`src/rtl/tlb_pkg.sv`:
```
`timescale 1ns/1ps
package tlb_pkg;
  localparam int VA_W   = 32;
  localparam int PA_W   = 30;
  localparam int PAGE_W = 12;
  localparam int VPN_W  = VA_W - PAGE_W;
  localparam int PFN_W  = PA_W - PAGE_W;

  typedef struct packed {
    logic [PFN_W-1:0] pfn;
    logic             wr_ok;
    logic             valid;
  } tlb_val_t;

  typedef enum logic [1:0] {
    CMD_SEARCH = 2'd0,
    CMD_WRRAND = 2'd1,
    CMD_RDIDX  = 2'd2,
    CMD_WRIDX  = 2'd3
  } tlb_cmd_e;

  typedef enum logic [1:0] {
    SEL_INDEX = 2'd0,
    SEL_HI    = 2'd1,
    SEL_LO    = 2'd2,
    SEL_BAD   = 2'd3
  } tlb_sel_e;
endpackage

```
`src/rtl/tlb_entry.sv`:
```
`timescale 1ns/1ps
module tlb_entry
  import tlb_pkg::*;
(
  input  logic             clk,
  input  logic             rst_n,
  input  logic             wr_en,
  input  logic [VPN_W-1:0] wr_vpn,
  input  tlb_val_t         wr_val,
  input  logic [VPN_W-1:0] xl_vpn,
  input  logic [VPN_W-1:0] srch_vpn,
  output logic [VPN_W-1:0] vpn_o,
  output tlb_val_t         val_o,
  output logic             xl_hit_o,
  output logic             srch_hit_o
);
  localparam logic [VPN_W-1:0] DEAD_KEY = {2'b11, {(VPN_W-2){1'b0}}};

  logic [VPN_W-1:0] vpn_q, vpn_d;
  tlb_val_t         val_q, val_d;
  logic             live;

  always_comb begin
    vpn_d = vpn_q;
    val_d = val_q;
    if (wr_en) begin
      vpn_d = wr_vpn;
      val_d = wr_val;
    end
  end

  always_ff @(posedge clk or negedge rst_n) begin
    if (!rst_n) begin
      vpn_q <= DEAD_KEY;
      val_q <= '0;
    end else if (wr_en) begin
      vpn_q <= vpn_d;
      val_q <= val_d;
    end
  end

  assign live       = (vpn_q[VPN_W-1 -: 2] != 2'b11);
  assign xl_hit_o   = live && (vpn_q == xl_vpn);
  assign srch_hit_o = live && (vpn_q == srch_vpn);
  assign vpn_o      = vpn_q;
  assign val_o      = val_q;

  AST_ENTRY_LOAD: assert property (@(posedge clk) disable iff (!rst_n)
    wr_en |=> (vpn_o == $past(wr_vpn)) && (val_o == $past(wr_val)));
endmodule

```
`src/rtl/tlb_victim_ctr.sv`:
```
`timescale 1ns/1ps
module tlb_victim_ctr #(
  parameter int ENTRIES  = 32,
  parameter int RESERVED = 4
) (
  input  logic                       clk,
  input  logic                       rst_n,
  output logic [$clog2(ENTRIES)-1:0] victim_o
);
  localparam int IDX_W = $clog2(ENTRIES);
  localparam logic [IDX_W-1:0] TOP   = IDX_W'(ENTRIES - 1);
  localparam logic [IDX_W-1:0] FLOOR = IDX_W'(RESERVED);

  logic [IDX_W-1:0] cnt_q, cnt_d;

  always_comb begin
    if (cnt_q == FLOOR) cnt_d = TOP;
    else                cnt_d = cnt_q - 1'b1;
  end

  always_ff @(posedge clk or negedge rst_n) begin
    if (!rst_n) cnt_q <= TOP;
    else        cnt_q <= cnt_d;
  end

  assign victim_o = cnt_q;

  AST_VICTIM_RANGE: assert property (@(posedge clk) disable iff (!rst_n)
    victim_o >= FLOOR);
  AST_VICTIM_WRAP: assert property (@(posedge clk) disable iff (!rst_n)
    (victim_o == FLOOR) |=> (victim_o == TOP));
  AST_VICTIM_STEP: assert property (@(posedge clk) disable iff (!rst_n)
    (victim_o != FLOOR) |=> (victim_o == $past(victim_o) - 1'b1));
endmodule

```
`src/rtl/tlb_regs.sv`:
```
`timescale 1ns/1ps
module tlb_regs
  import tlb_pkg::*;
#(
  parameter int IDX_W = 5
) (
  input  logic             clk,
  input  logic             rst_n,
  input  logic             fault_cap,
  input  logic [VA_W-1:0]  fault_va,
  input  logic             cmd_fire,
  input  tlb_cmd_e         cmd_op,
  input  logic             srch_hit,
  input  logic [IDX_W-1:0] srch_idx,
  input  logic [VPN_W-1:0] rd_vpn,
  input  tlb_val_t         rd_val,
  input  logic             reg_we,
  input  tlb_sel_e         reg_sel,
  input  logic [VA_W-1:0]  reg_wdata,
  output logic [IDX_W-1:0] idx_o,
  output logic [VPN_W-1:0] hi_vpn_o,
  output tlb_val_t         lo_val_o,
  output logic [VA_W-1:0]  index_o,
  output logic [VA_W-1:0]  entry_hi_o,
  output logic [VA_W-1:0]  entry_lo_o,
  output logic [VA_W-1:0]  bad_addr_o
);
  logic             nf_q, nf_d;
  logic [IDX_W-1:0] idx_q, idx_d;
  logic [VPN_W-1:0] hi_q, hi_d;
  tlb_val_t         lo_q, lo_d;
  logic [VA_W-1:0]  bad_q, bad_d;
  logic             unused_wdata;

  always_comb begin
    nf_d  = nf_q;
    idx_d = idx_q;
    hi_d  = hi_q;
    lo_d  = lo_q;
    bad_d = bad_q;
    if (reg_we) begin
      unique case (reg_sel)
        SEL_INDEX: begin
          nf_d  = reg_wdata[VA_W-1];
          idx_d = reg_wdata[IDX_W-1:0];
        end
        SEL_HI:  hi_d  = reg_wdata[VA_W-1:PAGE_W];
        SEL_LO:  lo_d  = '{pfn: reg_wdata[PA_W-1:PAGE_W], wr_ok: reg_wdata[1], valid: reg_wdata[0]};
        default: bad_d = reg_wdata;
      endcase
    end
    if (cmd_fire) begin
      unique case (cmd_op)
        CMD_SEARCH: begin
          nf_d  = !srch_hit;
          idx_d = srch_hit ? srch_idx : '0;
        end
        CMD_RDIDX: begin
          hi_d = rd_vpn;
          lo_d = rd_val;
        end
        default: ;
      endcase
    end
    if (fault_cap) begin
      hi_d  = fault_va[VA_W-1:PAGE_W];
      bad_d = fault_va;
    end
  end

  always_ff @(posedge clk or negedge rst_n) begin
    if (!rst_n) begin
      nf_q  <= 1'b0;
      idx_q <= '0;
      hi_q  <= '0;
      lo_q  <= '0;
      bad_q <= '0;
    end else begin
      nf_q  <= nf_d;
      idx_q <= idx_d;
      hi_q  <= hi_d;
      lo_q  <= lo_d;
      bad_q <= bad_d;
    end
  end

  assign unused_wdata = ^reg_wdata;
  assign idx_o        = idx_q;
  assign hi_vpn_o     = hi_q;
  assign lo_val_o     = lo_q;
  assign index_o      = {nf_q, {(VA_W-1-IDX_W){1'b0}}, idx_q};
  assign entry_hi_o   = {hi_q, {PAGE_W{1'b0}}};
  assign entry_lo_o   = {{(VA_W-PA_W){1'b0}}, lo_q.pfn, {(PAGE_W-2){1'b0}}, lo_q.wr_ok, lo_q.valid};
  assign bad_addr_o   = bad_q;

  AST_SEARCH_MISS: assert property (@(posedge clk) disable iff (!rst_n)
    (cmd_fire && cmd_op == CMD_SEARCH && !srch_hit && !reg_we) |=> index_o == 32'h8000_0000);
  AST_SEARCH_HIT: assert property (@(posedge clk) disable iff (!rst_n)
    (cmd_fire && cmd_op == CMD_SEARCH && srch_hit) |=> !index_o[VA_W-1]);
endmodule

```
`src/rtl/vmap_tlb.sv`:
```
`timescale 1ns/1ps
module vmap_tlb
  import tlb_pkg::*;
#(
  parameter int ENTRIES  = 32,
  parameter int RESERVED = 4
) (
  input  logic        clk,
  input  logic        rst_n,
  input  logic        xl_req,
  input  logic [31:0] xl_vaddr,
  input  logic        xl_store,
  output logic [29:0] xl_paddr,
  output logic        xl_miss,
  output logic        xl_invalid,
  output logic        xl_wprot,
  input  logic        cmd_valid,
  input  logic [1:0]  cmd_op,
  input  logic        cmd_user,
  output logic        cmd_priv_fault,
  input  logic        reg_we,
  input  logic [1:0]  reg_sel,
  input  logic [31:0] reg_wdata,
  output logic [31:0] index_o,
  output logic [31:0] entry_hi_o,
  output logic [31:0] entry_lo_o,
  output logic [31:0] bad_addr_o
);
  localparam int IDX_W = $clog2(ENTRIES);

  tlb_cmd_e         cmd_e;
  logic             cmd_fire;
  logic [IDX_W-1:0] victim, idx;
  logic [VPN_W-1:0] hi_vpn;
  tlb_val_t         lo_val;

  logic [ENTRIES-1:0] wr_en, xl_hit, srch_hit;
  logic [VPN_W-1:0]   vpn_arr [ENTRIES];
  tlb_val_t           val_arr [ENTRIES];

  logic             unmapped, hit_any, srch_any, fault;
  tlb_val_t         hit_val;
  logic [IDX_W-1:0] srch_idx;

  assign cmd_e          = tlb_cmd_e'(cmd_op);
  assign cmd_fire       = cmd_valid && !cmd_user;
  assign cmd_priv_fault = cmd_valid && cmd_user;

  tlb_victim_ctr #(.ENTRIES(ENTRIES), .RESERVED(RESERVED)) u_victim (
    .clk      (clk),
    .rst_n    (rst_n),
    .victim_o (victim)
  );

  for (genvar g = 0; g < ENTRIES; g++) begin : g_slot
    assign wr_en[g] = cmd_fire &&
                      ((cmd_e == CMD_WRIDX  && idx    == IDX_W'(g)) ||
                       (cmd_e == CMD_WRRAND && victim == IDX_W'(g)));
    tlb_entry u_entry (
      .clk        (clk),
      .rst_n      (rst_n),
      .wr_en      (wr_en[g]),
      .wr_vpn     (hi_vpn),
      .wr_val     (lo_val),
      .xl_vpn     (xl_vaddr[VA_W-1:PAGE_W]),
      .srch_vpn   (hi_vpn),
      .vpn_o      (vpn_arr[g]),
      .val_o      (val_arr[g]),
      .xl_hit_o   (xl_hit[g]),
      .srch_hit_o (srch_hit[g])
    );
  end

  always_comb begin
    hit_any  = 1'b0;
    hit_val  = '0;
    srch_any = 1'b0;
    srch_idx = '0;
    for (int i = 0; i < ENTRIES; i++) begin
      if (xl_hit[i]) begin
        hit_any = 1'b1;
        hit_val = hit_val | val_arr[i];
      end
      if (srch_hit[i]) begin
        srch_any = 1'b1;
        srch_idx = srch_idx | IDX_W'(i);
      end
    end
  end

  assign unmapped   = &xl_vaddr[VA_W-1 -: 2];
  assign xl_paddr   = unmapped ? xl_vaddr[PA_W-1:0] : {hit_val.pfn, xl_vaddr[PAGE_W-1:0]};
  assign xl_miss    = xl_req && !unmapped && !hit_any;
  assign xl_invalid = xl_req && !unmapped && hit_any && !hit_val.valid;
  assign xl_wprot   = xl_req && !unmapped && hit_any && hit_val.valid && xl_store && !hit_val.wr_ok;
  assign fault      = xl_miss || xl_invalid || xl_wprot;

  tlb_regs #(.IDX_W(IDX_W)) u_regs (
    .clk        (clk),
    .rst_n      (rst_n),
    .fault_cap  (fault),
    .fault_va   (xl_vaddr),
    .cmd_fire   (cmd_fire),
    .cmd_op     (cmd_e),
    .srch_hit   (srch_any),
    .srch_idx   (srch_idx),
    .rd_vpn     (vpn_arr[idx]),
    .rd_val     (val_arr[idx]),
    .reg_we     (reg_we),
    .reg_sel    (tlb_sel_e'(reg_sel)),
    .reg_wdata  (reg_wdata),
    .idx_o      (idx),
    .hi_vpn_o   (hi_vpn),
    .lo_val_o   (lo_val),
    .index_o    (index_o),
    .entry_hi_o (entry_hi_o),
    .entry_lo_o (entry_lo_o),
    .bad_addr_o (bad_addr_o)
  );

  AST_ONE_FAULT: assert property (@(posedge clk) disable iff (!rst_n)
    $onehot0({xl_miss, xl_invalid, xl_wprot}));
  AST_BYPASS_CLEAN: assert property (@(posedge clk) disable iff (!rst_n)
    (xl_req && xl_vaddr[31:30] == 2'b11) |-> !(xl_miss || xl_invalid || xl_wprot));
  AST_FAULT_CAPTURE: assert property (@(posedge clk) disable iff (!rst_n)
    fault |=> (bad_addr_o == $past(xl_vaddr)) && (entry_hi_o[31:12] == $past(xl_vaddr[31:12])));
  AST_PRIV_HOLD: assert property (@(posedge clk) disable iff (!rst_n)
    (cmd_valid && cmd_user && !reg_we && !fault) |=>
      $stable(index_o) && $stable(entry_hi_o) && $stable(entry_lo_o));
  AST_RANDOM_SLOT: assert property (@(posedge clk) disable iff (!rst_n)
    (cmd_fire && cmd_e == CMD_WRRAND) |-> (wr_en[RESERVED-1:0] == '0));
endmodule

```
`config.mk`:
```
export PLATFORM = sky130hd
export DESIGN_NAME = vmap_tlb
export DESIGN_NICKNAME = d
export VERILOG_FILES = /design/src/rtl/tlb_pkg.sv /design/src/rtl/tlb_entry.sv /design/src/rtl/tlb_victim_ctr.sv /design/src/rtl/tlb_regs.sv /design/src/rtl/vmap_tlb.sv
export SDC_FILE = /design/constraint.sdc
export NUM_CORES = 2
export LEC_CHECK = 0
export BUFFER_PORTS_ARGS = -buffer_cell sky130_fd_sc_hd__buf_2
export CELL_PAD_IN_SITES_DETAIL_PLACEMENT = 0
export CELL_PAD_IN_SITES_GLOBAL_PLACEMENT = 1
export CORE_MARGIN = 4
export CORE_UTILIZATION = 45
export CTS_CLUSTER_DIAMETER = 30
export DETAILED_ROUTE_END_ITERATION = 12
export GPL_ROUTABILITY_DRIVEN = 0
export PLACE_DENSITY_LB_ADDON = 0.1
export SLEW_MARGIN = 20
export SYNTH_ARGS = -nofsm -noshare
export SYNTH_HDL_FRONTEND = slang
export SYNTH_SLANG_ARGS = --single-unit
```
`constraint.sdc`:
```
create_clock -name clk -period 5.4 [get_ports clk]
set_clock_uncertainty 0.15 [all_clocks]
set_input_delay 0.27 -clock clk [delete_from_list [all_inputs] [get_ports clk]]
set_output_delay 0.27 -clock clk [all_outputs]
set_load 0.01 [all_outputs]
```
Word level (Yosys, flattened, before mapping)

Cells that the tools add are included.

Register bits: 1363
Bits in latches: 0
Memory bits (writable): 0
Bits in read-only memories: 0
Input bits: 75
Output and inout bits: 162
Word-level logic and storage cells: 716
Memories: 0

Add/subtract/negate cells: 1
Multipliers: 0
Divide/modulo/power cells: 0
Magnitude comparators: 1
Equal/unequal tests: 164
Shift operators: 0
Muxes and demuxes: 165
Bitwise operators: 32
Reductions and logical operators: 217

Operators with widths:

| cell                                                                | count |
|---|---|
| 20-bit == test                                                      | 64 |
| 20-bit two-way mux                                                  | 49 |
| 20-bit OR                                                           | 31 |
| 20-bit binary-select mux with 5-bit select                          | 2 |
| 1-bit logical AND                                                   | 169 |
| 5-bit == test (second input constant)                               | 32 |
| 32-bit two-way mux                                                  | 4 |
| 5-bit two-way mux                                                   | 24 |
| 5-bit by 4-bit == test with 1-bit output (second input constant)    | 16 |
| 1-bit two-way mux                                                   | 71 |
| 2-bit inequality test (second input constant)                       | 32 |
| 5-bit by 3-bit == test with 1-bit output (second input constant)    | 8 |
| 1-bit logical OR                                                    | 34 |
| 4-bit two-way mux                                                   | 8 |
| 30-bit two-way mux                                                  | 1 |
| 5-bit by 2-bit == test with 1-bit output (second input constant)    | 4 |
| 3-bit two-way mux                                                   | 4 |
| 5-bit by 1-bit == test with 1-bit output (second input constant)    | 2 |
| 5-bit logical NOT                                                   | 2 |
| 2-bit == test (second input constant)                               | 3 |
| 6-bit >= comparator (second input constant)                         | 1 |
| 1-bit logical NOT                                                   | 6 |
| 5-bit NOT with 6-bit output                                         | 1 |
| 5-bit by 1-bit subtractor with 5-bit output (second input constant) | 1 |
| 7 further kinds                                                     | 11 |

Logic depth before layout (Yosys ltp)

Depth after elaboration: 71
Gate-level depth with buffers: 14
Depth with buffers taken out: 8

Cells and area by module

Synthesis repeated with hierarchy kept, for this count alone.

Cells, all modules: 6502
Area total of the unflattened synthesis: 81429.3 um2

Modules (own cells, without submodules):

| module         | times used | cells each | area an instance (um2) |
|---|---|---|---|
| tlb_entry      | 32         | 138        | 1930.6 |
| vmap_tlb       | 1          | 1590       | 14878.0 |
| tlb_regs       | 1          | 476        | 4530.6 |
| tlb_victim_ctr | 1          | 20         | 241.5 |

Worst setup path before layout

Ideal clock, no wire load.

Path type: register to register
Start point: reg u_regs.idx_q[0] (netlist: u_regs.idx_o[0])
End point: reg u_regs.hi_q[6] (netlist: u_regs.hi_vpn_o[6])
Setup time: 0.128 ns
Arrival: 2.867 ns
Required time: 5.122 ns
Path slack: 2.256 ns
Cell stages (with the launch flop): 9
Path buffers: 3
Clock period less this slack: 3.144 ns
Cells stage by stage: dfrtp_1 -> clkbuf_1 -> clkbuf_1 -> buf_1 -> mux4_2 -> mux4_2 -> mux2i_1 -> a21oi_1 -> mux2_1

Longest elaborated chain between the ends: 8

RTL lines:

| item                                                   | RTL line        | RTL |
|---|---|---|
| from (decl)                                            | tlb_regs.sv:29  | `logic [IDX_W-1:0] idx_q, idx_d;` |
| from (signal assigned)                                 | tlb_regs.sv:80  | `idx_q <= idx_d;` |
| 5-bit NOT with 6-bit output (implied by the code)      | vmap_tlb.sv:107 | `.rd_vpn (vpn_arr[idx]),` |
| 20-bit binary-select mux with 5-bit select             | vmap_tlb.sv:107 |  |
| 20-bit two-way mux (implied by the code) (2 in series) | vmap_tlb.sv:107 |  |
| 20-bit two-way mux                                     | tlb_regs.sv:53  | `unique case (cmd_op)` |
| 20-bit two-way mux (2 in series)                       | tlb_regs.sv:52  | `if (cmd_fire) begin` |
| 20-bit two-way mux                                     | tlb_regs.sv:65  | `if (fault_cap) begin` |
| named net u_regs.hi_d[6]                               | tlb_regs.sv:30  | `logic [VPN_W-1:0] hi_q, hi_d;` |
| to (signal assigned)                                   | tlb_regs.sv:81  | `hi_q <= hi_d;` |
| to (decl)                                              | tlb_regs.sv:30  |  |

The timed path passes the listed nets, and every way through them passes these cells. The select of a mux whose other input is x is not followed.
A chain may end at the register's enable or synchronous reset.

Final worst setup path

Start point: in xl_vaddr[12]
End point: out xl_paddr[20]

Longest elaborated chain between the ends: 66

RTL lines:

| item                   | RTL line        | RTL |
|---|---|---|
| from (decl)            | vmap_tlb.sv:11  | `input logic [31:0] xl_vaddr,` |
| 20-bit == test         | tlb_entry.sv:43 | `assign xl_hit_o = live && (vpn_q == xl_vpn);` |
| 1-bit logical AND      | tlb_entry.sv:43 |  |
| 20-bit two-way mux     | vmap_tlb.sv:80  | `if (xl_hit[i]) begin` |
| 20-bit OR              | vmap_tlb.sv:82  | `hit_val = hit_val \| val_arr[i];` |
| 20-bit two-way mux     | vmap_tlb.sv:80  |  |
| 20-bit OR              | vmap_tlb.sv:82  |  |
| 20-bit two-way mux     | vmap_tlb.sv:80  |  |
| 20-bit OR              | vmap_tlb.sv:82  |  |
| [... 50 more ...]      | -               |  |
| 20-bit two-way mux     | vmap_tlb.sv:80  |  |
| 20-bit OR              | vmap_tlb.sv:82  |  |
| 20-bit two-way mux     | vmap_tlb.sv:80  |  |
| 20-bit OR              | vmap_tlb.sv:82  |  |
| 20-bit two-way mux     | vmap_tlb.sv:80  |  |
| 20-bit OR              | vmap_tlb.sv:82  |  |
| 20-bit two-way mux (*) | vmap_tlb.sv:80  |  |
| 30-bit two-way mux (*) | vmap_tlb.sv:92  | `assign xl_paddr = unmapped ? xl_vaddr[PA_W-1:0] : {hit_val.pfn, xl_vaddr[PAGE_W-1:0]};` |
| to (decl)              | vmap_tlb.sv:13  | `output logic [29:0] xl_paddr,` |

Mark *: on every way between the ends. The rest lies on a longest branch, timed or not.

==> impl_metrics.tcl <==
set metrics [dict create \
    grt_pass1_wl_um 544000 \
    vdd_drop_max_v 0.000270 \
    syn_inst 6571 \
    synth.avg_cell_area_um2 12.6 \
    wl_um 395000 \
    cts_max_level 5 \
    clock-sinks 1363 \
    crit_type "input pin to output port" \
    synth_cell_types 72 \
    p_int_mw 31.5 \
    ys.flop_type "dfrtp_1" \
    final_cell_count_no_fill 9656 \
    powerDensity_nw_per_um2 451 \
    hold_buffers 83 \
    fmax_mhz 188 \
    fill_cells 15150 \
    start_util 0.455 \
    die_w_um 436 \
    finalCriticalPeriod_ps 5310 \
    path_clk_slew_ps 40 \
    dieHeight_um 436 \
    min_path_type "input pin to register" \
    cts_root_buf "clkbuf_16" \
    synth.most_common_cell "mux2_2" \
    ant_nets 0 \
    setup_violations 0 \
    worst_slew_pin_slew_ps 1260 \
    numPortBuffers 186 \
    rsz0062_at_grt "no" \
    regArea_um2 34300 \
    dp_hpwl_um 262000 \
    p_comb_frac 0.182 \
    status "complete, no violations" \
    synth_area_um2 82600 \
    drv_cap 0 \
    clockBufferDepth 4 \
    core_area_um2 182000 \
    yosys.area.top_type_share 0.392 \
    cts_resized 0 \
    antenna_found_initial 27 \
    yosysTopAreaCell "dfrtp_1" \
    fin_tns_setup_ps 0 \
    yosys_warnings 0 \
    cts_buffers 370 \
    num_rows 156 \
    drtIter0Drc 9350 \
    dp.cells 8891 \
    whs_ps 39.8 \
    cp_data_required_time_ps 4980 \
    synth_edf_count 0 \
    overflow 0 \
    pre_cts_ws_ps 855 \
    endpoint_kind "output port" \
    ys_ff_latch 1363 \
    vias 65861 \
    clock_latency_ps 970 \
    path_max_fanout 22 \
    area_growth_pct 22.1 \
    wl_per_cell_um 40.9 \
    power.switching_mw 14.0 \
    setup_ws_ps 91.8 \
    drc 0 \
    cp_data_arrival_time_ps 4890 \
    ios 237 \
    synthArstFlopShare 1.00 \
    hold_viol 0 \
    nNetsFinal 6978 \
    post_drt_via_cell_ratio 6.82 \
    yosys-top-cells-area "dfrtp_1, mux2_2, mux4_2" \
    min_period_over_period 0.983 \
    drv_slew 0 \
    grt_use_total 0.407 \
    die_area_um2 190000 \
    yosysSeqAreaShare 0.414 \
    grt_pass1_vias 64792 \
    switching_share 0.308 \
    worstSetupStartpointType "input pin" \
    drt-pass1-iter-count 9 \
    drive_gt1_frac 0.421 \
    p_leak_nw 43.7 \
    pwr-share-seq 0.321 \
    yosys-top-cells-count "mux2_2, dfrtp_1, xnor2_1" \
    cts_tree "done" \
    multi_input_area_um2 45600 \
    grt_max_degree 152 \
    pwr-share-clk 0.497 \
    post-cts-setup-buffers 0 \
    relSlewSlack 0.161 \
]
-- flip-flops by register name, indices dropped and copies added, names as in the netlist --
signal and count:
g_slot.u_entry.val_o 640, g_slot.u_entry.vpn_o 640, u_regs.bad_addr_o 32, u_regs.entry_lo_o 20, u_regs.hi_vpn_o 20, u_regs.idx_o 5, u_victim.victim_o 5, u_regs.nf_q 1
-- per-stage QoR --
stage          total power [mW]   util  cell area (µm²)
6_report                   45.5  0.555           101000
5_1_grt                    46.5  0.555           101000
4_1_cts                    45.2  0.555           101000
3_5_place_dp               22.6  0.480            87100
3_3_place_gp               22.5  0.479            87100
2_1_floorplan              18.8      -            82800
-- cells in the final DEF (no fill, tap or decap), types with 79 or more instances in the layout --
cell / Yosys / layout
mux4_2: 400 / 400
buf_4: 111 / 262
clkbuf_16: 0 / 379
a21oi_1: 79 / 79
nand3_1: 125 / 124
mux2_2: 1353 / 1353
nor2_1: 141 / 108
a22oi_1: 149 / 149
xor2_1: 510 / 510
buf_2: 140 / 171
nor4_1: 180 / 166
dfrtp_1: 1294 / 1267
dlygate4sd3_1: 0 / 82
nand4_1: 209 / 209
xnor2_1: 723 / 723
-- critical path, stage by stage --
cell           delay (ps)
dlygate4sd3_1         530
buf_4                 580
buf_4                 340
xnor2_1               200
nand4_1               360
nor4_4                550
buf_4                 300
and2_1                210
buf_12                250
a22o_1                180
a221oi_1               40
and3_1                170
a31oi_1               490
buf_2                 250
-- layout make-up --
| cell class | count | area share |
|---|---|---|
| multi-input combinational | 4559 | 0.452 |
| sequential | 1363 | 0.340 |
| clock buffer | 493 | 0.104 |
| timing repair buffer | 579 | 0.0490 |
| tap | 2449 | 0.0304 |
| clock inverter | 173 | 0.0227 |
| inverter | 25 | 0.000930 |
| antenna | 15 | 0.000372 |
-- power by group through the flow --
| stage | sequential (mW) | combinational [mW] | clock [mW] |
|---|---|---|---|
| 2_1_floorplan | 12.9 | 5.94 | 0 |
| 6_report | 14.6 | 8.30 | 22.6 |
| 4_1_cts | 14.4 | 8.11 | 22.7 |
| 3_5_place_dp | 14.6 | 8.00 | 0 |
| 3_3_place_gp | 14.5 | 7.92 | 0 |
| 5_1_grt | 14.6 | 8.63 | 23.3 |
-- layer usage --
layer	GRT usage	routed length (µm)	up-vias
li1	-	-	25028
met1	0.553	155000	34501
met2	0.567	163000	5024
met3	0.125	48200	1290
met4	0.248	29100	18
met5	0	124	-
-- cell families (layout without fill, tap and decap cells) --
family,after synthesis,in the layout,synth area share
muxes,1835,1835,0.304
xor gates and xnor gates,1233,1233,0.131
other,1,65,0.0000454
buffers and inverters,698,1270,0.0412
adders and majority gates,5,5,0.000757
DFF,1363,1363,0.414
and+or+nand+nor,949,949,0.0656
AOI/OAI and AO/OA,487,487,0.0439
-- path summary, 6_finish.rpt --
kind	start	endpoint	slack, ps	cells past startpoint
worst max-delay path	xl_vaddr[12]	xl_paddr[20]	90	14
max in group asynchronous	rst_n	u_regs.hi_vpn_o[4]	3520	4
worst min-delay path	reg_sel[0]	u_regs.bad_addr_o[18]	40	4
worst min register to register	u_victim.victim_o[0]	u_victim.victim_o[0]	340	1
worst max register to register	u_regs.hi_vpn_o[17]	u_regs.idx_o[4]	510	11
min in group asynchronous	rst_n	g_slot[31].u_entry.vpn_o[19]	540	3
Note: power is estimated with default switching activity, not from simulation.
